## src/rtl/ccd_tmg_pkg.sv

```systemverilog
package ccd_tmg_pkg;
  typedef enum logic [1:0] {
    CLS_DUMMY = 2'd0,
    CLS_OB    = 2'd1,
    CLS_VALID = 2'd2
  } pix_cls_e;

  typedef enum logic [2:0] {
    ST_IDLE,
    ST_LEAD,
    ST_XFER,
    ST_TRAIL,
    ST_SHIFT
  } line_st_e;

  // ceiling of hz * ps / 1e12
  function automatic longint unsigned ceil_cycles(longint unsigned hz, longint unsigned ps);
    return (hz * ps + 64'd999_999_999_999) / 64'd1_000_000_000_000;
  endfunction
endpackage

```

## src/rtl/ccd_cnt_clamp.sv

```systemverilog
module ccd_cnt_clamp #(
  parameter int          CNT_W = 16,
  parameter int unsigned MIN   = 1
) (
  input  logic [CNT_W-1:0] raw_i,
  output logic [CNT_W-1:0] eff_o
);
  localparam logic [CNT_W-1:0] MinC = CNT_W'(MIN);
  assign eff_o = (raw_i < MinC) ? MinC : raw_i;
endmodule

```

## src/rtl/ccd_pix_phase.sv

```systemverilog
module ccd_pix_phase #(
  parameter int CNT_W = 16
) (
  input  logic             clk_i,
  input  logic             rst_ni,
  input  logic [CNT_W-1:0] per_i,
  input  logic [CNT_W-1:0] rg_sep_i,
  input  logic [CNT_W-1:0] rg_wid_i,
  input  logic             hold_i,
  output logic             ph_last_o,
  output logic             phi1_o,
  output logic             phi2_o,
  output logic             rg_o
);
  logic [CNT_W-1:0] ph_q;
  logic [CNT_W-1:0] half;
  logic [CNT_W:0]   rg_end;

  assign ph_last_o = ph_q >= (per_i - 1'b1);
  assign half      = per_i >> 1;
  assign rg_end    = {1'b0, rg_sep_i} + {1'b0, rg_wid_i};

  always_ff @(posedge clk_i or negedge rst_ni) begin
    if (!rst_ni)        ph_q <= '0;
    else if (ph_last_o) ph_q <= '0;
    else                ph_q <= ph_q + 1'b1;
  end

  // separate decodes so antiphase is a checked property
  assign phi1_o = hold_i | (ph_q < half);
  assign phi2_o = ~hold_i & (ph_q >= half);
  assign rg_o   = (ph_q >= rg_sep_i) && ({1'b0, ph_q} < rg_end);

  p_phase_wrap_r5: assert property (@(posedge clk_i) disable iff (!rst_ni)
    ph_last_o |=> (ph_q == '0));
endmodule

```

## src/rtl/ccd_line_seq.sv

```systemverilog
module ccd_line_seq
  import ccd_tmg_pkg::*;
#(
  parameter int CNT_W    = 16,
  parameter int LINE_PIX = 5369,
  parameter int IDX_W    = 13
) (
  input  logic             clk_i,
  input  logic             rst_ni,
  input  logic             auto_i,
  input  logic             start_i,
  input  logic             ph_last_i,
  input  logic [CNT_W-1:0] tg_cyc_i,
  input  logic [CNT_W-1:0] guard_i,
  output logic             hold_o,
  output logic             tg_o,
  output logic             shift_o,
  output logic [IDX_W-1:0] idx_o,
  output logic             done_o
);
  localparam logic [IDX_W-1:0] LastIdx = IDX_W'(LINE_PIX);

  line_st_e         st_q, st_d;
  logic [CNT_W-1:0] cnt_q, cnt_d;
  logic [IDX_W-1:0] idx_q, idx_d;
  logic             pend_q, launch, want, last_pix;

  assign want     = pend_q | auto_i;
  assign last_pix = (idx_q == LastIdx);

  always_comb begin
    st_d   = st_q;
    cnt_d  = cnt_q;
    idx_d  = idx_q;
    launch = 1'b0;
    unique case (st_q)
      ST_IDLE: if (want && ph_last_i) begin
        st_d = ST_LEAD; cnt_d = '0; launch = 1'b1;
      end
      ST_LEAD: if (cnt_q >= guard_i - 1'b1) begin
        st_d = ST_XFER; cnt_d = '0;
      end else cnt_d = cnt_q + 1'b1;
      ST_XFER: if (cnt_q >= tg_cyc_i - 1'b1) begin
        st_d = ST_TRAIL; cnt_d = '0;
      end else cnt_d = cnt_q + 1'b1;
      ST_TRAIL: begin
        if (cnt_q >= guard_i - 1'b1) begin
          if (ph_last_i) begin st_d = ST_SHIFT; idx_d = IDX_W'(1); end
        end else cnt_d = cnt_q + 1'b1;
      end
      ST_SHIFT: if (ph_last_i) begin
        if (last_pix) begin
          idx_d = '0;
          cnt_d = '0;
          if (want) begin st_d = ST_LEAD; launch = 1'b1; end
          else      st_d = ST_IDLE;
        end else idx_d = idx_q + 1'b1;
      end
      default: st_d = ST_IDLE;
    endcase
  end

  always_ff @(posedge clk_i or negedge rst_ni) begin
    if (!rst_ni) begin
      st_q   <= ST_IDLE;
      cnt_q  <= '0;
      idx_q  <= '0;
      pend_q <= 1'b0;
    end else begin
      st_q   <= st_d;
      cnt_q  <= cnt_d;
      idx_q  <= idx_d;
      pend_q <= (pend_q & ~launch) | start_i;
    end
  end

  assign hold_o  = (st_q != ST_SHIFT);
  assign tg_o    = (st_q == ST_XFER);
  assign shift_o = (st_q == ST_SHIFT);
  assign idx_o   = idx_q;
  assign done_o  = shift_o & ph_last_i & last_pix;

  p_lead_len_r4: assert property (@(posedge clk_i) disable iff (!rst_ni)
    (st_q == ST_LEAD && cnt_q < guard_i - 1'b1) |=> (st_q == ST_LEAD));
  p_trail_len_r4: assert property (@(posedge clk_i) disable iff (!rst_ni)
    (st_q == ST_TRAIL && cnt_q < guard_i - 1'b1) |=> (st_q == ST_TRAIL));
  p_xfer_follow_r4: assert property (@(posedge clk_i) disable iff (!rst_ni)
    (st_q == ST_XFER && st_d != ST_XFER) |=> (st_q == ST_TRAIL));
  p_no_idle_launch_r10: assert property (@(posedge clk_i) disable iff (!rst_ni)
    (st_q == ST_IDLE && !pend_q && !auto_i) |=> (st_q == ST_IDLE));
endmodule

```

## src/rtl/ccd_pix_class.sv

```systemverilog
module ccd_pix_class
  import ccd_tmg_pkg::*;
#(
  parameter int IDX_W     = 13,
  parameter int OB_FIRST  = 14,
  parameter int OB_LAST   = 62,
  parameter int VAL_FIRST = 65,
  parameter int VAL_LAST  = 5364
) (
  input  logic             vld_i,
  input  logic [IDX_W-1:0] idx_i,
  output pix_cls_e         cls_o
);
  logic in_ob, in_val;
  assign in_ob  = (idx_i >= IDX_W'(OB_FIRST))  && (idx_i <= IDX_W'(OB_LAST));
  assign in_val = (idx_i >= IDX_W'(VAL_FIRST)) && (idx_i <= IDX_W'(VAL_LAST));

  always_comb begin
    if (!vld_i)      cls_o = CLS_DUMMY;
    else if (in_val) cls_o = CLS_VALID;
    else if (in_ob)  cls_o = CLS_OB;
    else             cls_o = CLS_DUMMY;
  end
endmodule

```

## src/rtl/ccd_line_timer.sv

```systemverilog
module ccd_line_timer
  import ccd_tmg_pkg::*;
#(
  parameter int unsigned CLK_HZ    = 125_000_000,
  parameter int          CNT_W     = 16,
  parameter int          LINE_PIX  = 5369,
  parameter int          OB_FIRST  = 14,
  parameter int          OB_LAST   = 62,
  parameter int          VAL_FIRST = 65,
  parameter int          VAL_LAST  = 5364,
  localparam int         IDX_W     = $clog2(LINE_PIX + 1)
) (
  input  logic             clk_i,
  input  logic             rst_ni,
  input  logic             auto_i,
  input  logic             start_i,
  input  logic [CNT_W-1:0] pix_per_i,
  input  logic [CNT_W-1:0] rg_wid_i,
  input  logic [CNT_W-1:0] rg_sep_i,
  input  logic [CNT_W-1:0] tg_wid_i,
  input  logic [CNT_W-1:0] guard_i,
  output logic             tg_o,
  output logic             phi1_o,
  output logic             phi2_o,
  output logic             rg_o,
  output logic             pix_vld_o,
  output logic [IDX_W-1:0] pix_idx_o,
  output logic [1:0]       pix_cls_o,
  output logic             line_done_o
);
  localparam int NCFG = 5;
  // floors in ps: pixel, reset width, reset offset, transfer, guard
  localparam longint unsigned FLOOR_PS [NCFG] = '{250_000, 20_000, 110_000, 3_000_000, 900_000};

  logic [CNT_W-1:0] cfg_raw [NCFG];
  logic [CNT_W-1:0] cfg_eff [NCFG];

  assign cfg_raw[0] = pix_per_i;
  assign cfg_raw[1] = rg_wid_i;
  assign cfg_raw[2] = rg_sep_i;
  assign cfg_raw[3] = tg_wid_i;
  assign cfg_raw[4] = guard_i;

  for (genvar g = 0; g < NCFG; g++) begin : g_clamp
    ccd_cnt_clamp #(
      .CNT_W(CNT_W),
      .MIN  (int'(ceil_cycles(64'(CLK_HZ), FLOOR_PS[g])))
    ) i_clamp (
      .raw_i(cfg_raw[g]),
      .eff_o(cfg_eff[g])
    );
  end

  logic             ph_last, hold, seq_tg, seq_shift, seq_done;
  logic             c_phi1, c_phi2, c_rg;
  logic [IDX_W-1:0] seq_idx;
  pix_cls_e         c_cls;

  ccd_pix_phase #(.CNT_W(CNT_W)) i_phase (
    .clk_i    (clk_i),
    .rst_ni   (rst_ni),
    .per_i    (cfg_eff[0]),
    .rg_sep_i (cfg_eff[2]),
    .rg_wid_i (cfg_eff[1]),
    .hold_i   (hold),
    .ph_last_o(ph_last),
    .phi1_o   (c_phi1),
    .phi2_o   (c_phi2),
    .rg_o     (c_rg)
  );

  ccd_line_seq #(.CNT_W(CNT_W), .LINE_PIX(LINE_PIX), .IDX_W(IDX_W)) i_seq (
    .clk_i    (clk_i),
    .rst_ni   (rst_ni),
    .auto_i   (auto_i),
    .start_i  (start_i),
    .ph_last_i(ph_last),
    .tg_cyc_i (cfg_eff[3]),
    .guard_i  (cfg_eff[4]),
    .hold_o   (hold),
    .tg_o     (seq_tg),
    .shift_o  (seq_shift),
    .idx_o    (seq_idx),
    .done_o   (seq_done)
  );

  ccd_pix_class #(
    .IDX_W(IDX_W), .OB_FIRST(OB_FIRST), .OB_LAST(OB_LAST),
    .VAL_FIRST(VAL_FIRST), .VAL_LAST(VAL_LAST)
  ) i_class (
    .vld_i(seq_shift),
    .idx_i(seq_idx),
    .cls_o(c_cls)
  );

  // glitch-free pins: every output leaves a flop, all with equal latency
  always_ff @(posedge clk_i or negedge rst_ni) begin
    if (!rst_ni) begin
      tg_o        <= 1'b0;
      phi1_o      <= 1'b1;
      phi2_o      <= 1'b0;
      rg_o        <= 1'b0;
      pix_vld_o   <= 1'b0;
      pix_idx_o   <= '0;
      pix_cls_o   <= CLS_DUMMY;
      line_done_o <= 1'b0;
    end else begin
      tg_o        <= seq_tg;
      phi1_o      <= c_phi1;
      phi2_o      <= c_phi2;
      rg_o        <= c_rg;
      pix_vld_o   <= seq_shift;
      pix_idx_o   <= seq_idx;
      pix_cls_o   <= c_cls;
      line_done_o <= seq_done;
    end
  end

  p_antiphase_r2: assert property (@(posedge clk_i) disable iff (!rst_ni)
    phi1_o != phi2_o);
  p_tg_parked_r3: assert property (@(posedge clk_i) disable iff (!rst_ni)
    tg_o |-> (phi1_o && !pix_vld_o));
  p_idx_range_r7: assert property (@(posedge clk_i) disable iff (!rst_ni)
    pix_vld_o |-> (pix_idx_o >= IDX_W'(1) && pix_idx_o <= IDX_W'(LINE_PIX)));
  p_cls_idle_r8: assert property (@(posedge clk_i) disable iff (!rst_ni)
    !pix_vld_o |-> (pix_cls_o == CLS_DUMMY));
  p_done_single_r9: assert property (@(posedge clk_i) disable iff (!rst_ni)
    line_done_o |=> !line_done_o);
  p_done_in_line_r9: assert property (@(posedge clk_i) disable iff (!rst_ni)
    line_done_o |-> (pix_vld_o && pix_idx_o == IDX_W'(LINE_PIX)));
endmodule

```

## config.mk

```make
export PLATFORM = sky130hd
export DESIGN_NAME = ccd_line_timer
export DESIGN_NICKNAME = d
export VERILOG_FILES = /design/src/rtl/ccd_tmg_pkg.sv /design/src/rtl/ccd_cnt_clamp.sv /design/src/rtl/ccd_pix_phase.sv /design/src/rtl/ccd_line_seq.sv /design/src/rtl/ccd_pix_class.sv /design/src/rtl/ccd_line_timer.sv
export SDC_FILE = /design/constraint.sdc
export NUM_CORES = 1
export LEC_CHECK = 0
export BUFFER_PORTS_ARGS = -buffer_cell sky130_fd_sc_hd__buf_2
export CAP_MARGIN = 0
export CORE_ASPECT_RATIO = 0.7
export CORE_MARGIN = 5
export CORE_UTILIZATION = 53
export DETAILED_ROUTE_END_ITERATION = 7
export GPL_TIMING_DRIVEN = 0
export PLACE_DENSITY = 0.78
export SETUP_SLACK_MARGIN = 0.5
export SYNTH_ARGS = -nofsm -noshare
export SYNTH_HDL_FRONTEND = slang
export SYNTH_SLANG_ARGS = --single-unit
```

## constraint.sdc

```tcl
create_clock -name clk_i -period 2.38 [get_ports clk_i]
set_input_delay 0.476 -clock clk_i [delete_from_list [all_inputs] [get_ports clk_i]]
set_output_delay 0.476 -clock clk_i [all_outputs]
set_load 0.01 [all_outputs]
```

==> results_dict.tcl <==
set metrics [dict create \
    synth_warnings 0 \
    hpwl_mm 14.2 \
    synth_area_per_cell_um2 8.20 \
    grt_max_degree 71 \
    critPathMaxStageDelay_ps 450 \
    path_buf_inv 4 \
    wl_per_cell_um 18.2 \
    place_ws_ps -2660 \
    core_mm2 0.0132 \
    synth_common_cells "ha_1, nor2_1, dfrtp_1" \
    cpMaxStageDelayCell "or4_4" \
    tritoncts "built" \
    crit_required_ps 2610 \
    hold_slack_ps 250 \
    outcome "finished with violations" \
    antenna_found_initial 1 \
    place_congestion 0.859 \
    layout-drive-gt1-share_pct 28.2 \
    synth_edf_count 0 \
    insertedDiodeCount 0 \
    die_w_um 149 \
    maxCapViolCount 0 \
    yosysUniqueCellTypes 60 \
    setup_violations 53 \
    yosys.area.top_type "dfrtp_1" \
    holdCritPathClass "in -> async" \
    instances_no_fill 1228 \
    grt_usage_pct 26.2 \
    cp_cell_sequence "buf_6 -> or3_4 -> or4_4 -> or3_4 -> or4_4 -> buf_6 -> nand2_4 -> ha_4 -> nand4b_4 -> xnor2_2 -> ha_1 -> o311a_1 -> a21oi_2 -> o31ai_4 -> and2_4 -> buf_8 -> nand2b_4 -> clkbuf_16 -> a221o_1" \
    rsz0062_at_grt "yes" \
    viasPerCell 6.06 \
    synth_top_area_share_pct 24.2 \
    crit_family "simple AND/OR/NAND/NOR gates" \
    clkTransAtPathRegs_ps 60 \
    slew_violations 0 \
    first_global_vias 6940 \
    drc 0 \
    cp-start-kind "primary input" \
    io_pins 105 \
    ir_drop_v 0.000362 \
    crit_fanout 5 \
    hold_viol_final 0 \
    drtIter0Drc 642 \
    cts_sinks 70 \
    fin_crit_ps 4670 \
    p_leak_nw 4.61 \
    setup_slack_ps -2290 \
    via_count 7437 \
    clock_latency_ps 340 \
    layout.nets 1241 \
    maxClockFrequency_mhz 214 \
    grt_pass1_wl_mm 34.0 \
    first_pass_iters 6 \
    syn_inst 870 \
    start_util_pct 54.1 \
    async_reset_ff_share_pct 100 \
    dieArea_mm2 0.0159 \
    relSlewSlack_pct 40.5 \
    grt_overflow 0 \
    fillers 909 \
    p_per_area_mw_per_mm2 708 \
    placed_cells 1159 \
    path_class "in -> reg" \
    synth_fp_nets 1073 \
    routed_wl_mm 22.3 \
    clockBufferDepth 2 \
    ant_nets 0 \
    arrival_ps 4900 \
    synthFlopType "dfrtp_1" \
    h-tree-depth 3 \
    setup.worst_path.end_class "register" \
    cts_inserted_buffers 9 \
    die_y_um 107 \
    portBuffers 104 \
    violations "setup timing" \
    tightest_slew_ps 892 \
    ys_seq_area_share_pct 24.6 \
    finClkSkew_ps 8.41 \
    cts_root_buf "clkbuf_16" \
    yosys_register_bits 70 \
    fin_crit_sh_pct 196 \
    netlist_area_mm2 0.00713 \
    synth.area.top_cells "dfrtp_1, ha_1, nor2_1" \
    synth.most_common_cell "ha_1" \
    area_delta_synth_final_pct 33.5 \
    core.rowCount 35 \
]
==> cell type report <==
cell class	count	area, µm²	share of cell area [%]
plain buffers	40	262	2.75
clock buffers	10	239	2.51
clock inverters	6	92.6	0.972
inverters	60	225	2.36
multi-input cells	700	5670	59.5
flip-flops and latches	70	1750	18.4
well taps	185	231	2.43
repair buffers	157	1050	11.1
==> metal layers <==
layer  up-vias  global-route usage (%)  part of all wire, %
li1       3482                       -                    -
met1      3542                    37.4                   45
met2       336                    40.6                   45
met3        75                    5.32                  7.6
met4         2                    6.92                  2.8
met5         -                       0                0.031
==> final timing paths <==
kind	start	endpoint	slack (ps)	depth (start not counted)
min in group clk_i	start_i	i_seq.pend_q	300	2
worst min-delay path	rst_ni	i_seq.idx_o[8]	250	1
worst min register to register	i_seq.idx_o[5]	pix_idx_o[5]	370	0
worst max-delay path	pix_per_i[6]	i_seq.idx_o[8]	-2290	19
worst max register to register	i_seq.cnt_q[0]	i_seq.cnt_q[5]	-890	13
max in group asynchronous	rst_ni	i_phase.ph_q[4]	1530	1
==> worst reg2reg max path, cell delays in order, from the launching register on <==
cell and delay [ps]:
dfrtp_1 400, inv_1 200, ha_1 280, nand2b_1 150
a21o_1 190, a21o_1 190, a31oi_2 230, o211ai_1 310
o211ai_1 570, buf_4 220, buf_6 110, clkbuf_16 140
nand2_2 40, mux2i_1 160
==> power by group <==
part	leakage, nW	switching (mW)	internal [mW]
clock	0.155	0.547	0.951
sequential	0.938	0.452	1.39
combinational	3.52	1.78	1.63
==> through the flow <==
stage	instance area (µm²)	utilization [%]	setup TNS [ps]	power [mW]
global route	9520	72.2	-118020	7.17
global placement	8080	61.3	-126570	4.12
CTS	9230	70.0	-105700	6.28
detailed placement	8080	61.3	-128800	4.22
floorplan	7330	-	-99060	3.47
finish	9520	72.2	-113230	6.74
==> cells by family after synthesis <==
family,synth area share (%)
adders and majority gates,21.0
xor gates and xnor gates,7.62
buffers and inverters,5.28
AOI/OAI and AO/OA,17.1
and+or+nand+nor,23.6
muxes,0.860
DFF,24.6
==> sequential cells by signal, summed over array words and instances, names as in the netlist <==
| register | flops |
|---|---|
| pix_vld_o | 1 |
| rg_o | 1 |
| tg_o | 1 |
| i_seq.cnt_q | 16 |
| i_phase.ph_q | 16 |
| phi2_o | 1 |
| line_done_o | 1 |
| i_seq.pend_q | 1 |
| i_seq.st_q | 3 |
| pix_idx_o | 13 |
| i_seq.idx_o | 13 |
| phi1_o | 1 |
| pix_cls_o | 2 |
==> cell usage in the layout (no fill, tap or decap), types with 31 or more instances in the layout <==
cell type,netlist,layout
buf_2,1,96
nand2_1,56,48
a21oi_1,39,34
nand3_1,40,38
dfrtp_1,69,69
xnor2_1,33,32
inv_1,60,58
buf_4,0,42
ha_1,118,113
nor2_1,90,67
clkbuf_1,38,31
==> timing repair <==
action / CTS / global route
cloned: 5 / 0
buffers inserted: 38 / 10
setup endpoints to repair: 53 / 54
hold buffers: 0 / 0
pin swaps: 77 / 16
gates resized for setup: 108 / 54
Power figures use the tool's default switching activity.
